===== src/rtl/pcg_pkg.sv =====
package pcg_pkg;

  localparam int NUM_DOM = 16;

  typedef enum logic [1:0] {
    MODE_ACTIVE   = 2'd0,
    MODE_CORE_SLP = 2'd1,
    MODE_SYS_SLP  = 2'd2,
    MODE_HIBERN   = 2'd3
  } pwr_mode_e;

  typedef enum logic [2:0] {
    POL_OFF     = 3'd0,
    POL_ON      = 3'd1,
    POL_SW      = 3'd2,
    POL_AUTO    = 3'd3,
    POL_SW_AUTO = 3'd4
  } gate_pol_e;

  // domain indices
  localparam int D_INTC    = 0;
  localparam int D_CORE    = 1;
  localparam int D_SYSBUS  = 2;
  localparam int D_CTBUS   = 3;
  localparam int D_PERBUS  = 4;
  localparam int D_SER_LO  = 5;
  localparam int D_SER_HI  = 10;
  localparam int D_USBPHY  = 11;
  localparam int D_USBCTL  = 12;
  localparam int D_ANA_LO  = 13;

  // per-domain, per-mode gating policy
  function automatic gate_pol_e dom_policy(int dom, pwr_mode_e m);
    gate_pol_e p;
    p = POL_OFF;
    if (m != MODE_HIBERN) begin
      if (dom == D_INTC) begin
        p = POL_ON;
      end else if (dom == D_CORE) begin
        p = (m == MODE_ACTIVE) ? POL_ON : POL_OFF;
      end else if (dom == D_SYSBUS || dom == D_PERBUS) begin
        p = (m == MODE_SYS_SLP) ? POL_OFF : POL_ON;
      end else if (dom == D_CTBUS) begin
        p = (m == MODE_SYS_SLP) ? POL_SW : POL_ON;
      end else if (dom >= D_SER_LO && dom <= D_SER_HI) begin
        p = (m == MODE_SYS_SLP) ? POL_OFF : POL_SW;
      end else if (dom == D_USBPHY) begin
        p = (m == MODE_SYS_SLP) ? POL_OFF : POL_SW_AUTO;
      end else if (dom == D_USBCTL) begin
        p = (m == MODE_SYS_SLP) ? POL_OFF : POL_AUTO;
      end else if (dom >= D_ANA_LO) begin
        p = POL_SW;
      end
    end
    return p;
  endfunction

  function automatic logic apply_policy(gate_pol_e p, logic sw, logic au);
    logic e;
    case (p)
      POL_ON:      e = 1'b1;
      POL_SW:      e = sw;
      POL_AUTO:    e = au;
      POL_SW_AUTO: e = sw | au;
      default:     e = 1'b0;
    endcase
    return e;
  endfunction

endpackage


===== src/rtl/pcg_mode_ctrl.sv =====
module pcg_mode_ctrl
  import pcg_pkg::*;
#(
  parameter int NUM_WAKE = 4,
  parameter logic [NUM_WAKE-1:0] HIB_WAKE_MASK = 4'b0011
) (
  input  logic                clk,
  input  logic                rst_n,
  input  logic                req_wr,
  input  logic [1:0]          req_mode,
  input  logic                sleep_entry,
  input  logic [NUM_WAKE-1:0] wake_evt,
  output pwr_mode_e           mode,
  output pwr_mode_e           req_q
);

  logic in_active;
  logic enter_sleep;
  logic wake_any;
  logic wake_hib;
  logic wake_hit;
  logic req_take;

  assign in_active   = (mode == MODE_ACTIVE);
  assign enter_sleep = in_active & sleep_entry;
  assign req_take    = in_active & req_wr;
  assign wake_any    = |wake_evt;
  assign wake_hib    = |(wake_evt & HIB_WAKE_MASK);
  assign wake_hit    = (mode == MODE_HIBERN) ? wake_hib : (!in_active & wake_any);

  always_ff @(posedge clk or negedge rst_n) begin
    if (!rst_n) begin
      mode <= MODE_ACTIVE;
    end else if (enter_sleep) begin
      mode <= req_q;
    end else if (wake_hit) begin
      mode <= MODE_ACTIVE;
    end
  end

  always_ff @(posedge clk or negedge rst_n) begin
    if (!rst_n) begin
      req_q <= MODE_CORE_SLP;
    end else if (req_take) begin
      req_q <= pwr_mode_e'(req_mode);
    end
  end

  // sleep entry moves to the request held before the edge
  a_r2_entry_takes_req: assert property (@(posedge clk) disable iff (!rst_n)
    enter_sleep |=> (mode == $past(req_q)));

  // without entry strobe an active block stays active
  a_r2_no_spurious_leave: assert property (@(posedge clk) disable iff (!rst_n)
    (in_active && !sleep_entry) |=> (mode == MODE_ACTIVE));

  // qualified wake returns to active at the next edge
  a_r7_wake_to_active: assert property (@(posedge clk) disable iff (!rst_n)
    wake_hit |=> (mode == MODE_ACTIVE));

  // unmasked wake bits cannot end hibernate
  a_r8_hib_mask: assert property (@(posedge clk) disable iff (!rst_n)
    (mode == MODE_HIBERN && (wake_evt & HIB_WAKE_MASK) == '0) |=> (mode == MODE_HIBERN));

  // request register frozen while asleep
  a_r9_req_frozen: assert property (@(posedge clk) disable iff (!rst_n)
    (mode != MODE_ACTIVE) |=> $stable(req_q));

endmodule


===== src/rtl/pcg_dom_gate.sv =====
module pcg_dom_gate
  import pcg_pkg::*;
#(
  parameter int DOM = 0
) (
  input  logic      clk,
  input  logic      rst_n,
  input  pwr_mode_e mode,
  input  logic      sw_bit,
  input  logic      auto_req,
  output logic      en
);

  gate_pol_e pol;

  assign pol = dom_policy(DOM, mode);
  assign en  = apply_policy(pol, sw_bit, auto_req);

  // no clock runs in hibernate
  a_r6_hib_all_off: assert property (@(posedge clk) disable iff (!rst_n)
    (mode == MODE_HIBERN) |-> !en);

  // forced-on policy never yields a stopped clock
  a_r5_forced_on: assert property (@(posedge clk) disable iff (!rst_n)
    (pol == POL_ON) |-> en);

endmodule


===== src/rtl/pcg_retain.sv =====
module pcg_retain
  import pcg_pkg::*;
(
  input  logic      clk,
  input  logic      rst_n,
  input  pwr_mode_e mode,
  input  logic      ret_hi_cfg,
  output logic      ret_lo,
  output logic      ret_hi,
  output logic      ret_s1,
  output logic      ret_usb
);

  logic in_hib;

  assign in_hib  = (mode == MODE_HIBERN);
  assign ret_lo  = in_hib;
  assign ret_hi  = in_hib & ret_hi_cfg;
  assign ret_s1  = 1'b0;
  assign ret_usb = 1'b0;

  // upper half retention never without its configuration bit
  a_r10_hi_needs_cfg: assert property (@(posedge clk) disable iff (!rst_n)
    ret_hi |-> (ret_lo && ret_hi_cfg));

endmodule


===== src/rtl/pwr_clk_ctrl.sv =====
module pwr_clk_ctrl
  import pcg_pkg::*;
#(
  parameter int NUM_WAKE = 4,
  parameter logic [NUM_WAKE-1:0] HIB_WAKE_MASK = 4'b0011
) (
  input  logic                clk,
  input  logic                rst_n,
  input  logic                req_wr,
  input  logic [1:0]          req_mode,
  input  logic                sleep_entry,
  input  logic [15:0]         sw_en,
  input  logic                usb_phy_req,
  input  logic                usb_ctl_req,
  input  logic [NUM_WAKE-1:0] wake_evt,
  input  logic                ret_hi_cfg,
  output logic [15:0]         clk_en,
  output logic [1:0]          mode_o,
  output logic                ret_sram0_lo,
  output logic                ret_sram0_hi,
  output logic                ret_sram1,
  output logic                ret_usbram
);

  pwr_mode_e            mode;
  pwr_mode_e            req_q;
  logic [NUM_DOM-1:0]   auto_vec;
  logic [NUM_DOM-1:0]   en_vec;

  pcg_mode_ctrl #(
    .NUM_WAKE      (NUM_WAKE),
    .HIB_WAKE_MASK (HIB_WAKE_MASK)
  ) u_mode (
    .clk         (clk),
    .rst_n       (rst_n),
    .req_wr      (req_wr),
    .req_mode    (req_mode),
    .sleep_entry (sleep_entry),
    .wake_evt    (wake_evt),
    .mode        (mode),
    .req_q       (req_q)
  );

  always_comb begin
    auto_vec           = '0;
    auto_vec[D_USBPHY] = usb_phy_req;
    auto_vec[D_USBCTL] = usb_ctl_req;
  end

  for (genvar d = 0; d < NUM_DOM; d++) begin : g_dom
    pcg_dom_gate #(.DOM(d)) u_gate (
      .clk      (clk),
      .rst_n    (rst_n),
      .mode     (mode),
      .sw_bit   (sw_en[d]),
      .auto_req (auto_vec[d]),
      .en       (en_vec[d])
    );
  end

  pcg_retain u_ret (
    .clk        (clk),
    .rst_n      (rst_n),
    .mode       (mode),
    .ret_hi_cfg (ret_hi_cfg),
    .ret_lo     (ret_sram0_lo),
    .ret_hi     (ret_sram0_hi),
    .ret_s1     (ret_sram1),
    .ret_usb    (ret_usbram)
  );

  assign clk_en = en_vec;
  assign mode_o = mode;

  // interrupt-controller clock runs in every non-hibernate mode
  a_r3_intc_awake: assert property (@(posedge clk) disable iff (!rst_n)
    (mode_o != 2'd3) |-> clk_en[D_INTC]);

  // core clock stopped in both sleep modes
  a_r3_core_gated: assert property (@(posedge clk) disable iff (!rst_n)
    (mode_o == 2'd1 || mode_o == 2'd2) |-> !clk_en[D_CORE]);

  // system sleep stops bus, peripheral and serial clocks
  a_r4_sys_gated: assert property (@(posedge clk) disable iff (!rst_n)
    (mode_o == 2'd2) |-> (clk_en[12:4] == 9'd0 && !clk_en[D_SYSBUS]));

  // retention only in hibernate
  a_r10_ret_hib_only: assert property (@(posedge clk) disable iff (!rst_n)
    (ret_sram0_lo || ret_sram0_hi) |-> (mode_o == 2'd3));

endmodule


===== config.mk =====
export PLATFORM = sky130hd
export DESIGN_NAME = pwr_clk_ctrl
export DESIGN_NICKNAME = d
export VERILOG_FILES = /design/src/rtl/pcg_pkg.sv /design/src/rtl/pcg_mode_ctrl.sv /design/src/rtl/pcg_dom_gate.sv /design/src/rtl/pcg_retain.sv /design/src/rtl/pwr_clk_ctrl.sv
export SDC_FILE = /design/constraint.sdc
export NUM_CORES = 1
export LEC_CHECK = 0
export BUFFER_PORTS_ARGS = -buffer_cell sky130_fd_sc_hd__buf_2
export CORE_UTILIZATION = 27
export DETAILED_ROUTE_END_ITERATION = 7
export PLACE_DENSITY = 0.74
export REMOVE_ABC_BUFFERS = 1
export SYNTH_ARGS = -nofsm -noshare
export SYNTH_HDL_FRONTEND = slang
export SYNTH_HIERARCHICAL = 1
export SYNTH_SLANG_ARGS = --single-unit

===== constraint.sdc =====
create_clock -name clk -period 1.5 [get_ports clk]
set_input_delay 0.375 -clock clk [delete_from_list [all_inputs] [get_ports clk]]
set_output_delay 0.375 -clock clk [all_outputs]
set_load 0.01 [all_outputs]

==> results of run 1 <==
## sequential cells by signal (all words and copies together), names as in the netlist
register,cells
u_mode/mode,2
u_mode/req_q,2
## worst register-to-register path: stages (launching register included)
cell,delay [ns]
dfrtp_2,0.44
clkbuf_16,0.19
nor3b_2,0.23
mux2_2,0.35
## report_power, final
| group | switching [W] | total [W] | leakage (nW) | internal [W] |
|---|---|---|---|---|
| clock network | 0.0000525 | 0.000153 | 0.0150 | 0.000100 |
| logic | 0.000297 | 0.000727 | 0.348 | 0.000430 |
| registers | 0.0000775 | 0.000248 | 0.0457 | 0.000170 |
| total | 0.000427 | 0.00113 | 0.409 | 0.000701 |
## what timing repair did
action | in CTS | in global routing
buffers inserted | 1 | 1
setup endpoints to repair | 3 | 7
hold endpoints to repair | 3 | 0
resized for setup | 1 | 10
hold buffers | 1 | 0
gates cloned | 0 | 1
## metal layers
metal | routed length, um | global-route usage (%)
met1 | 325 | 10.34
met4 | 10 | 7.759
met3 | 81 | 3.409
met5 | 0 | 0
met2 | 487 | 18.44
## worst min-delay path by stage
stage / startpoint / end / slack, ns / depth (start not counted)
floorplan: rst_n / u_mode/mode[0] / 0.08 / 0
global placement: rst_n / u_mode/req_q[1] / 0.18 / 1
detailed placement: rst_n / u_mode/mode[0] / 0.19 / 1
CTS: req_mode[1] / u_mode/req_q[1] / 0.36 / 2
global route: req_mode[1] / u_mode/req_q[1] / 0.36 / 2
finish: req_mode[1] / u_mode/req_q[1] / 0.36 / 2
## cell type report
type / count / area (um2) / area share [%]
multi-input cells: 27 / 264.0 / 35.11
flip-flops and latches: 4 / 103.9 / 13.81
well taps: 15 / 18.77 / 2.496
inverters: 3 / 11.26 / 1.498
repair buffers: 49 / 327.8 / 43.59
clock buffers: 4 / 26.28 / 3.494
## metrics by stage
stage	TNS (ns)	util, %	hold WS (ns)	total power, W
after floorplan	-0.9085	-	0.07941	0.0005653
after global placement	0	48.56	0.1814	0.0008121
after detailed placement	0	48.56	0.1862	0.0008233
after CTS	-0.02942	52.02	0.3607	0.0009974
after global routing	-0.1159	57.79	0.3554	0.001214
final	-0.005326	57.79	0.3624	0.001127
==> impl_results.md, run 1 <==
* DRT antenna net count at 0
* Worst R2R Setup Slack at about 0.17 ns
* Starting density of the core at 29.33%
* Final WS setup at -0.005326 ns
* Hold WC Path Type: in2reg
* Clock-pin transition on the worst setup and hold timing paths at around 0.040 ns
* Endpoints failing setup at 1
* Drt first pass iters at 3
* Most frequent cells in the layout: 38 x buf_2, 7 x nor2b_4, 6 x buf_6
* Iter 0 DRT Violations at 6
* Final Max Tran Viols at 0
* Area Overhead vs Synth at 97.05%
* Post-route minimum period at approximately 1.5 ns
* Rows at 13
* Layout Cells excl Fill at 102
* Status: finished, violations left
* DR DRC count at 0
* Number of cells produced by synthesis at 35
* Die height at 39.60 um
* H-tree levels at 1
* I/O Buffers at 43
* Fill cell total of the finished layout at 122
* Global-route wire length before repair at 1069 um
* CP peak stage delay at 0.44 ns
* GP Congestion at 0.6380
* Vias in the first global route at 280
* Final hold vios at 0
* CTS Sinks at 4
* Die X at 39.60 um
* Critical path capture point: clk_en[11]
* Critical path launch point: u_mode/mode[1]
* Largest net degree at the start of global routing at 15
* Period utilization at 100.4%
* Family with the most delay on the worst path: flip-flops
* CP arrival at around 1.1 ns
* Max FO, Critical Path at 7
* Setup WS pre-CTS at 0.1628 ns
* Layout cells sized above 1 at around four fifths
* GRT Resource Usage Total at 10.64%
* Detail Placement HPWL at 719 um
* Pleak at 0.4091 nW
* Area after DPL at 631.9 um2
* CORE AREA at roughly 1300 um2
* Crit-path cells: buf_12, o21ba_4, buf_6
* Critical R2R Launch: u_mode/mode[1]
* Overflow after GRT at 0
* TritonCTS clock tree: built
* Bufs and invs on worst path at 2
* Power Dens Cells at 1499 nW/um2
* Via-to-Cell Ratio at about 4.2
* Syn avg cell area at 10.90 um2
* Detailed-route wire length per cell at 8.853 um
* Max-cap check violation count at 0
* WL final at about 900 um
* RSZ-0062 raised after global routing: true
* Reg2Reg Depth at 3
* Layout Skew at 0.004224 ns
* Failing checks: setup timing
* Antenna violations before repair at 0
* Cells after DPL at 94
* Die area at ~1600 um2
* CTS max path bufs at 2
* Commonest non-fill, non-tap cell in the layout: buf_2
* Critical path depth in cells at 3
* Synth warn at 6
* Achievable Freq at 0.6643 GHz
* Maximum VDD drop at 0.8930 mV
* RR Endpoint: u_mode/req_q[1]
* Critical path capture point type: primary output
* Required time of the worst setup path at between 1 and 1.5 ns
* Diodes inserted at 0
* CTS Buf Count at 3
* Clk_lat worst skew at 0.24 ns
* Final Cell Area at 752.0 um2
* Post-Syn Area at 381.6 um2
* Vias at 432
* Nets at 117
* Ports at 51
* Slowest stage cell, crit path: dfrtp_2
* CP startpoint kind: register
* Setup CP Type: reg2out
* Clk Tree Root Cell: clkbuf_4
No activity file was read; power rests on OpenSTA's default activity.
==> run 2, diff against run 1 <==
- CORE_UTILIZATION: 27 -> 28
- PLACE_DENSITY: 0.74 -> 0.73
- SYNTH_HIERARCHICAL: 1 -> unset
==> run 2 against run 1 <==
  * The flow now finishes without violations
  * Non-clock buffer count unchanged
  * Design area fell by 19%
  * Total power decreased by 24%
  * Sequential cell count unchanged
  * Global-route usage is 0.32 points higher
  * Setup slack gained 0.034 ns
  * Largest cell class unchanged
==> impl_results.md, run 2 <==
* Switching power at 0.0003290 W (-23%)
* Asr flop ratio synth at 100.0%
* Power Dens Cells at 1420 nW/um2 (-5.3%)
* Die height at 41.21 um (+4.1%)
* Drt first pass iters at 3 (unchanged)
* WL final at 872 um (-3.4%)
* Ports at 51 (unchanged)
* Commonest non-fill, non-tap cell in the layout: buf_2
* Min-delay src: req_mode[1]
* Layout Cells excl Fill at 102 (unchanged)
* Largest net degree at the start of global routing at 10 (-5)
* Adder-cell share of the synthesized area at 0%
* Detailed-routed wire length on met3 at 90 um (+11%)
* Comb power frac at 56.4% (-8.1 points)
* Post-synth top area share at 33.14%
* Syn avg cell area at 8.277 um2 (-24%)
* Switch share at 38.17% (+0.31 points)
* Hold Path Sink: u_mode.req_q[1]
* Fin Hold WS at 0.3615 ns (-0.0008820 ns)
* Clk_lat worst skew at 0.24 ns (about the same)
* Layout cells sized above 1 at 65.52% (-15 points)
* Simple-Gate Fraction of Synth Area at 25.29%
* DRT antenna net count at 0 (unchanged)
* Critical path capture point type: primary output
* Vias at 407 (-5.8%)
* Setup WS pre-CTS at 0.1502 ns (-0.01263 ns)
* RR Endpoint: u_mode.req_q[1]
* Detailed-route wire length per cell at 8.549 um (-3.4%)
* Hold WC Path Type: in2reg
* CP startpoint kind: register
* Fill cell total of the finished layout at 140 (+15%)
* Starting density of the core at 31.50% (+2.2 points)
* Rows at 13 (unchanged)
* RSZ-0062 raised after global routing: true
* Top-count cell post-synth: buf_4
* M1 WL at 314 um (-3.4%)
* Highest routed layer: met3
* Final WS setup at 0.02860 ns (+0.03393 ns)
* CTS Sinks at 4 (unchanged)
* Iter 0 DRT Violations at 7 (+1)
* Area contributors post-synth: buf_4 33%, dfrtp_1 17%, nor2b_1 8.7%
* Final Max Tran Viols at 0 (unchanged)
* Nets at 117 (unchanged)
* Period utilization at 98.09% (-2.3 points)
* Pleak at 0.3520 nW (-14%)
* Max FO, Critical Path at 8 (+1)
* Diodes inserted at 0 (unchanged)
* Maximum VDD drop at 0.4120 mV (-54%)
* Antenna violations before repair at 0 (unchanged)
* Layout Skew at 0.005251 ns (+0.001027 ns)
* DR DRC count at 0 (unchanged)
* Unique masters post-synth at 17
* Critical R2R Launch: u_mode.mode[0]
* Post-synthesis mux area share at 5.233%
* Vias in the first global route at 316 (+13%)
* Worst R2R Setup Slack at 0.23 ns (+0.06 ns)
* Clk Tree Root Cell: clkbuf_4
* Setup CP Type: reg2out
* Achievable Freq at 0.6796 GHz (+2.3%)
* Largest regs: u_mode.mode (2), u_mode.req_q (2)
* CP arrival at 1.10 ns (-0.03 ns)
* Largest area contributor in the netlist: buf_4
* Clock-pin transition on the worst setup and hold timing paths at 0.04 ns (about the same)
* Endpoints failing setup at 0 (-1)
* Compound-Gate Fraction of Synth Area at 9.302%
* GP Congestion at 0.6366 (-0.22%)
* CORE AREA at 1366 um2 (+5.0%)
* Post-Syn Area at 430.4 um2 (+13%)
* Final hold vios at 0 (unchanged)
* Cells after DPL at 93 (-1.1%)
* Die area at 1698 um2 (+8.3%)
* Met2 wire len at 467 um (-4.1%)
* Status: finished, final reports clean
* Hold depth at 2 (unchanged)
* Overflow after GRT at 0 (unchanged)
* Seq pwr share at 26.6% (+4.6 points)
* Via-to-Cell Ratio at 3.990 (-5.8%)
* Largest family of logic cells by synthesized area: buffers and inverters
* Internal at 0.0005330 W (-24%)
* Synth warn at 0 (-6)
* Synth cell count leaders: 19 x buf_4, 6 x nor2b_1, 4 x nor2_1
* Yosys reg bits at 4
* Area Overhead vs Synth at 40.99%
* Most frequent cells in the layout: 43 x buf_2, 5 x nor2b_1, 5 x buf_4
* Main synth FF type: dfrtp_1
* TritonCTS clock tree: built
* Number of cells produced by synthesis at 52 (+49%)
* Seq/Total Area, Yosys at between 20% and 30%
* Global-route wire length before repair at 1138 um (+6.5%)
* Required time of the worst setup path at 1.12 ns (about the same)
* I/O Buffers at 43 (unchanged)
* Synth Area in XOR/XNOR at 0%
* Die X at 41.21 um (+4.1%)
* Reg2Reg Depth at 3 (unchanged)
* GRT Resource Usage Total at 10.96% (+0.32 points)
* Share of total power in the clock network at 16.9% (+3.3 points)
* Max-cap check violation count at 0 (unchanged)
* Post-route minimum period at 1.471 ns (-0.03393 ns)
* EDFF count, synth at 0
* H-tree levels at 1 (unchanged)
* CTS max path bufs at 2 (unchanged)
* CTS Buf Count at 3 (unchanged)
## run 2: how the worst max path moves through the flow
stage | cells past startpoint | endpoint | startpoint
after global placement | 3 | clk_en[13] | u_mode.mode[1]
after CTS | 3 | clk_en[13] | u_mode.mode[0]
final | 3 | clk_en[5] | u_mode.mode[1]
after detailed placement | 3 | clk_en[13] | u_mode.mode[1]
after global routing | 3 | clk_en[9] | u_mode.mode[1]
after floorplan | 2 | clk_en[13] | u_mode.mode[1]
## run 2: final cells by class
class	instances	area, um2	share of cell area [%]
repair buffers	49	262.8	43.30
multi-input cells	27	183.9	30.31
flip-flops and latches	4	103.9	17.11
clock buffers	4	26.28	4.330
well taps	15	18.77	3.093
inverters	3	11.26	1.856
## run 2: per-stage QoR
stage	utilization [%]	setup TNS (ns)	cell area [um2]	power, W
after floorplan	-	0	291.5	0.0004434
after global placement	39.01	0	533.0	0.0006352
after detailed placement	39.01	0	533.0	0.0006503
after CTS	42.95	0	586.8	0.0008410
after global routing	44.41	-0.04685	606.8	0.0009448
final	44.41	0	606.8	0.0008620
## run 2: repair_timing
item / CTS / global route
setup buffers: 2 / 2
pin swaps: 0 / 0
hold buffers: 1 / 0
hold endpoints to repair: 3 / 0
gates resized for setup: 2 / 2
endpoints found under the setup margin: 9 / 6
## run 2: power groups by stage
stage	registers (W)	logic (W)	clock network [W]
after floorplan	0.000240	0.000203	0
after global placement	0.000230	0.000405	0
after detailed placement	0.000237	0.000413	0
after CTS	0.000230	0.000455	0.000156
after global routing	0.000239	0.000544	0.000162
final	0.000229	0.000487	0.000146
## run 2: worst max-delay path: stages, from the launching register on
cell     delay, ns
dfrtp_2       0.44
buf_4         0.18
nor2b_1       0.11
buf_2         0.14
## run 2: routing by layer
layer,global-route usage [%],vias up
met5,0,-
met4,4.839,0
met3,6.522,0
met2,21.09,24
met1,8.497,168
li1,-,215
## run 2: logic make-up after synthesis
kind of cell | Yosys count
DFF | 4
other | 1
and+or+nand+nor | 18
buffers and inverters | 22
muxes | 2
AOI/OAI and AO/OA | 5
==> run 3, diff against run 2 <==
- REMOVE_ABC_BUFFERS: 1 -> unset
==> run 3 against run 2 <==
  * Sequential cell count unchanged
  * Critical endpoint is now clk_en[7]
  * Register-to-register slack worse by 0.02 ns
  * Count of clock-buffer cells in the layout unchanged
  * First-iteration DRC count down 86%
  * Combinational power up 3%
  * Highest routed layer unchanged
  * Sequential power down 5%
  * Largest cell class unchanged
  * Wire length unchanged
  * Sequential share of layout area unchanged
  * Clock skew up 0.0016 ns
  * Hold slack better by 0.0065 ns
==> impl_results.md, run 3 (synthesis gave the netlist of run 2 again) <==
* Seq pwr share at 25.2% (-1.4 points)
* Diodes inserted at 0 (unchanged)
* Post-route minimum period at 1.430 ns (-0.04165 ns)
* Max-cap check violation count at 0 (unchanged)
* Largest net degree at the start of global routing at 11 (+1)
* RSZ-0062 raised after global routing: true
* TritonCTS clock tree: built
* Area of the multi-input gates at 183.9 um2 (unchanged)
* Ports at 51 (unchanged)
* Die X at 41.21 um (unchanged)
* Vias in the first global route at 286 (-9.5%)
* Vias at 438 (+7.6%)
* Critical path capture point type: primary output
* Global-route wire length before repair at 993 um (-13%)
* Share of total power in the clock network at 16.9% (about the same)
* Final WS setup at 0.07025 ns (+0.04165 ns)
* Antenna violations before repair at 0 (unchanged)
* Starting density of the core at 31.50% (unchanged)
* CP arrival at 1.05 ns (-0.05 ns)
* Period utilization at 95.32% (-2.8 points)
* Setup WS pre-CTS at 0.1498 ns (-0.0004020 ns)
* Hold WC Path Type: in2reg
* WL final at 872 um (unchanged)
* CTS max path bufs at 2 (unchanged)
* Rows at 13 (unchanged)
* Achievable Freq at 0.6994 GHz (+2.9%)
* CORE AREA at 1366 um2 (unchanged)
* Overflow after GRT at 0 (unchanged)
* Hold depth at 2 (unchanged)
* Layout cells sized above 1 at 65.12% (-0.40 points)
* Die area at 1698 um2 (unchanged)
* Sequential Area at 103.9 um2 (unchanged)
* Iter 0 DRT Violations at 1 (-6)
* DR DRC count at 0 (unchanged)
* Detailed-route wire length per cell at 8.634 um (+0.99%)
* CTS Sinks at 4 (unchanged)
* GRT Resource Usage Total at 9.821% (-1.1 points)
* Layout Skew at 0.006852 ns (+0.001602 ns)
* Pleak at 0.3486 nW (-0.97%)
* Power Dens Cells at 1423 nW/um2 (+0.19%)
* Setup TNS at 0 ns (unchanged)
* H-tree levels at 1 (unchanged)
* Endpoints failing setup at 0 (unchanged)
* Clock-pin transition on the worst setup and hold timing paths at 0.04 ns (about the same)
* Die height at 41.21 um (unchanged)
* Maximum VDD drop at 0.5397 mV (+31%)
* I/O Buffers at 43 (unchanged)
* Most frequent cells in the layout: 43 x buf_2, 5 x nor2b_1, 4 x nor2_1
* Area Overhead vs Synth at 40.99% (unchanged)
* Commonest non-fill, non-tap cell in the layout: buf_2
* CTS Buf Count at 3 (unchanged)
* Nets at 116 (-0.85%)
* Final Max Tran Viols at 0 (unchanged)
* Switch share at 38.09% (-0.077 points)
* Comb power frac at 57.8% (+1.4 points)
* Internal at 0.0005347 W (+0.32%)
* Switching power at 0.0003290 W (about the same)
* Fill cell total of the finished layout at 152 (+8.6%)
* Max FO, Critical Path at 10 (+2)
* CP startpoint kind: register
* Clk Tree Root Cell: clkbuf_4
* Status: finished, final reports clean
* Via-to-Cell Ratio at 4.337 (+8.7%)
* Reg2Reg Depth at 3 (unchanged)
* GP Congestion at 0.6740 (+5.9%)
* DRT antenna net count at 0 (unchanged)
* Setup CP Type: reg2out
* Drt first pass iters at 4 (+1)
* Largest regs: u_mode.mode (2), u_mode.req_q (2)
* Required time of the worst setup path at 1.12 ns (about the same)
* Detail Placement HPWL at 712.4 um
* Final hold vios at 0 (unchanged)
* Clk_lat worst skew at 0.24 ns (about the same)
-- run 3: cell types whose count changed in the layout (fill, tap and decap cells not counted), sizes merged --
cell	delta
buf	-1
-- run 3: repair_timing --
| action | CTS | global route |
|---|---|---|
| setup endpoints to repair | 8 | 9 |
| buffers inserted | 1 | 2 |
| gates resized for setup | 2 | 4 |
| pin swaps | 0 | 0 |
| hold endpoints to repair | 3 | 0 |
| hold buffers | 1 | 0 |
-- run 3: path summary, 6_finish.rpt --
check / from / endpoint / slack (ns)
worst max-delay path: u_mode.mode[1] / clk_en[7] / 0.07
worst min-delay path: req_mode[1] / u_mode.req_q[1] / 0.37
worst max register to register: u_mode.mode[0] / u_mode.req_q[1] / 0.21
worst min register to register: u_mode.req_q[1] / u_mode.mode[1] / 0.48
max in group asynchronous: rst_n / u_mode.req_q[0] / 0.83
min in group asynchronous: rst_n / u_mode.mode[0] / 0.46
-- run 3: final cells by class --
type	count	share of cell area, %
Clock buffer	4	4.330
Sequential cell	4	17.11
Multi-Input combinational cell	27	30.31
Timing Repair Buffer	48	43.30
Inverter	3	1.856
Tap cell	15	3.093
-- run 3: power groups by stage --
stage                     sequential [W]  combinational, W  clock [W]
after global routing            0.000227          0.000580   0.000166
after CTS                       0.000222          0.000450   0.000156
final                           0.000218          0.000500   0.000146
after global placement          0.000227          0.000413          0
after floorplan                 0.000224          0.000390          0
after detailed placement        0.000226          0.000422          0
-- run 3: critical path, stage by stage (launching register included) --
cell and delay (ns):
dfrtp_2 0.43, buf_6 0.15, nor2b_1 0.10, buf_2 0.13
-- run 3: metrics by stage --
step	std cells	utilization, %	instance area [um2]	power [W]	hold WS (ns)
CTS	99	42.40	579.3	0.0008277	0.3615
floorplan	53	-	434.2	0.0006137	0.07941
global route	101	44.41	606.8	0.0009729	0.3619
global placement	93	39.01	533.0	0.0006403	0.1822
detailed placement	93	39.01	533.0	0.0006489	0.1833
finish	101	44.41	606.8	0.0008636	0.3680
-- run 3: layer usage --
layer / share of wire [%] / track usage [%] / vias to the layer above
met2: 57 / 18.36 / 23
met3: 9.7 / 8.152 / 0
met5: 0 / 0 / -
met1: 33 / 7.468 / 201
li1: - / - / 214
met4: 0 / 2.419 / 0
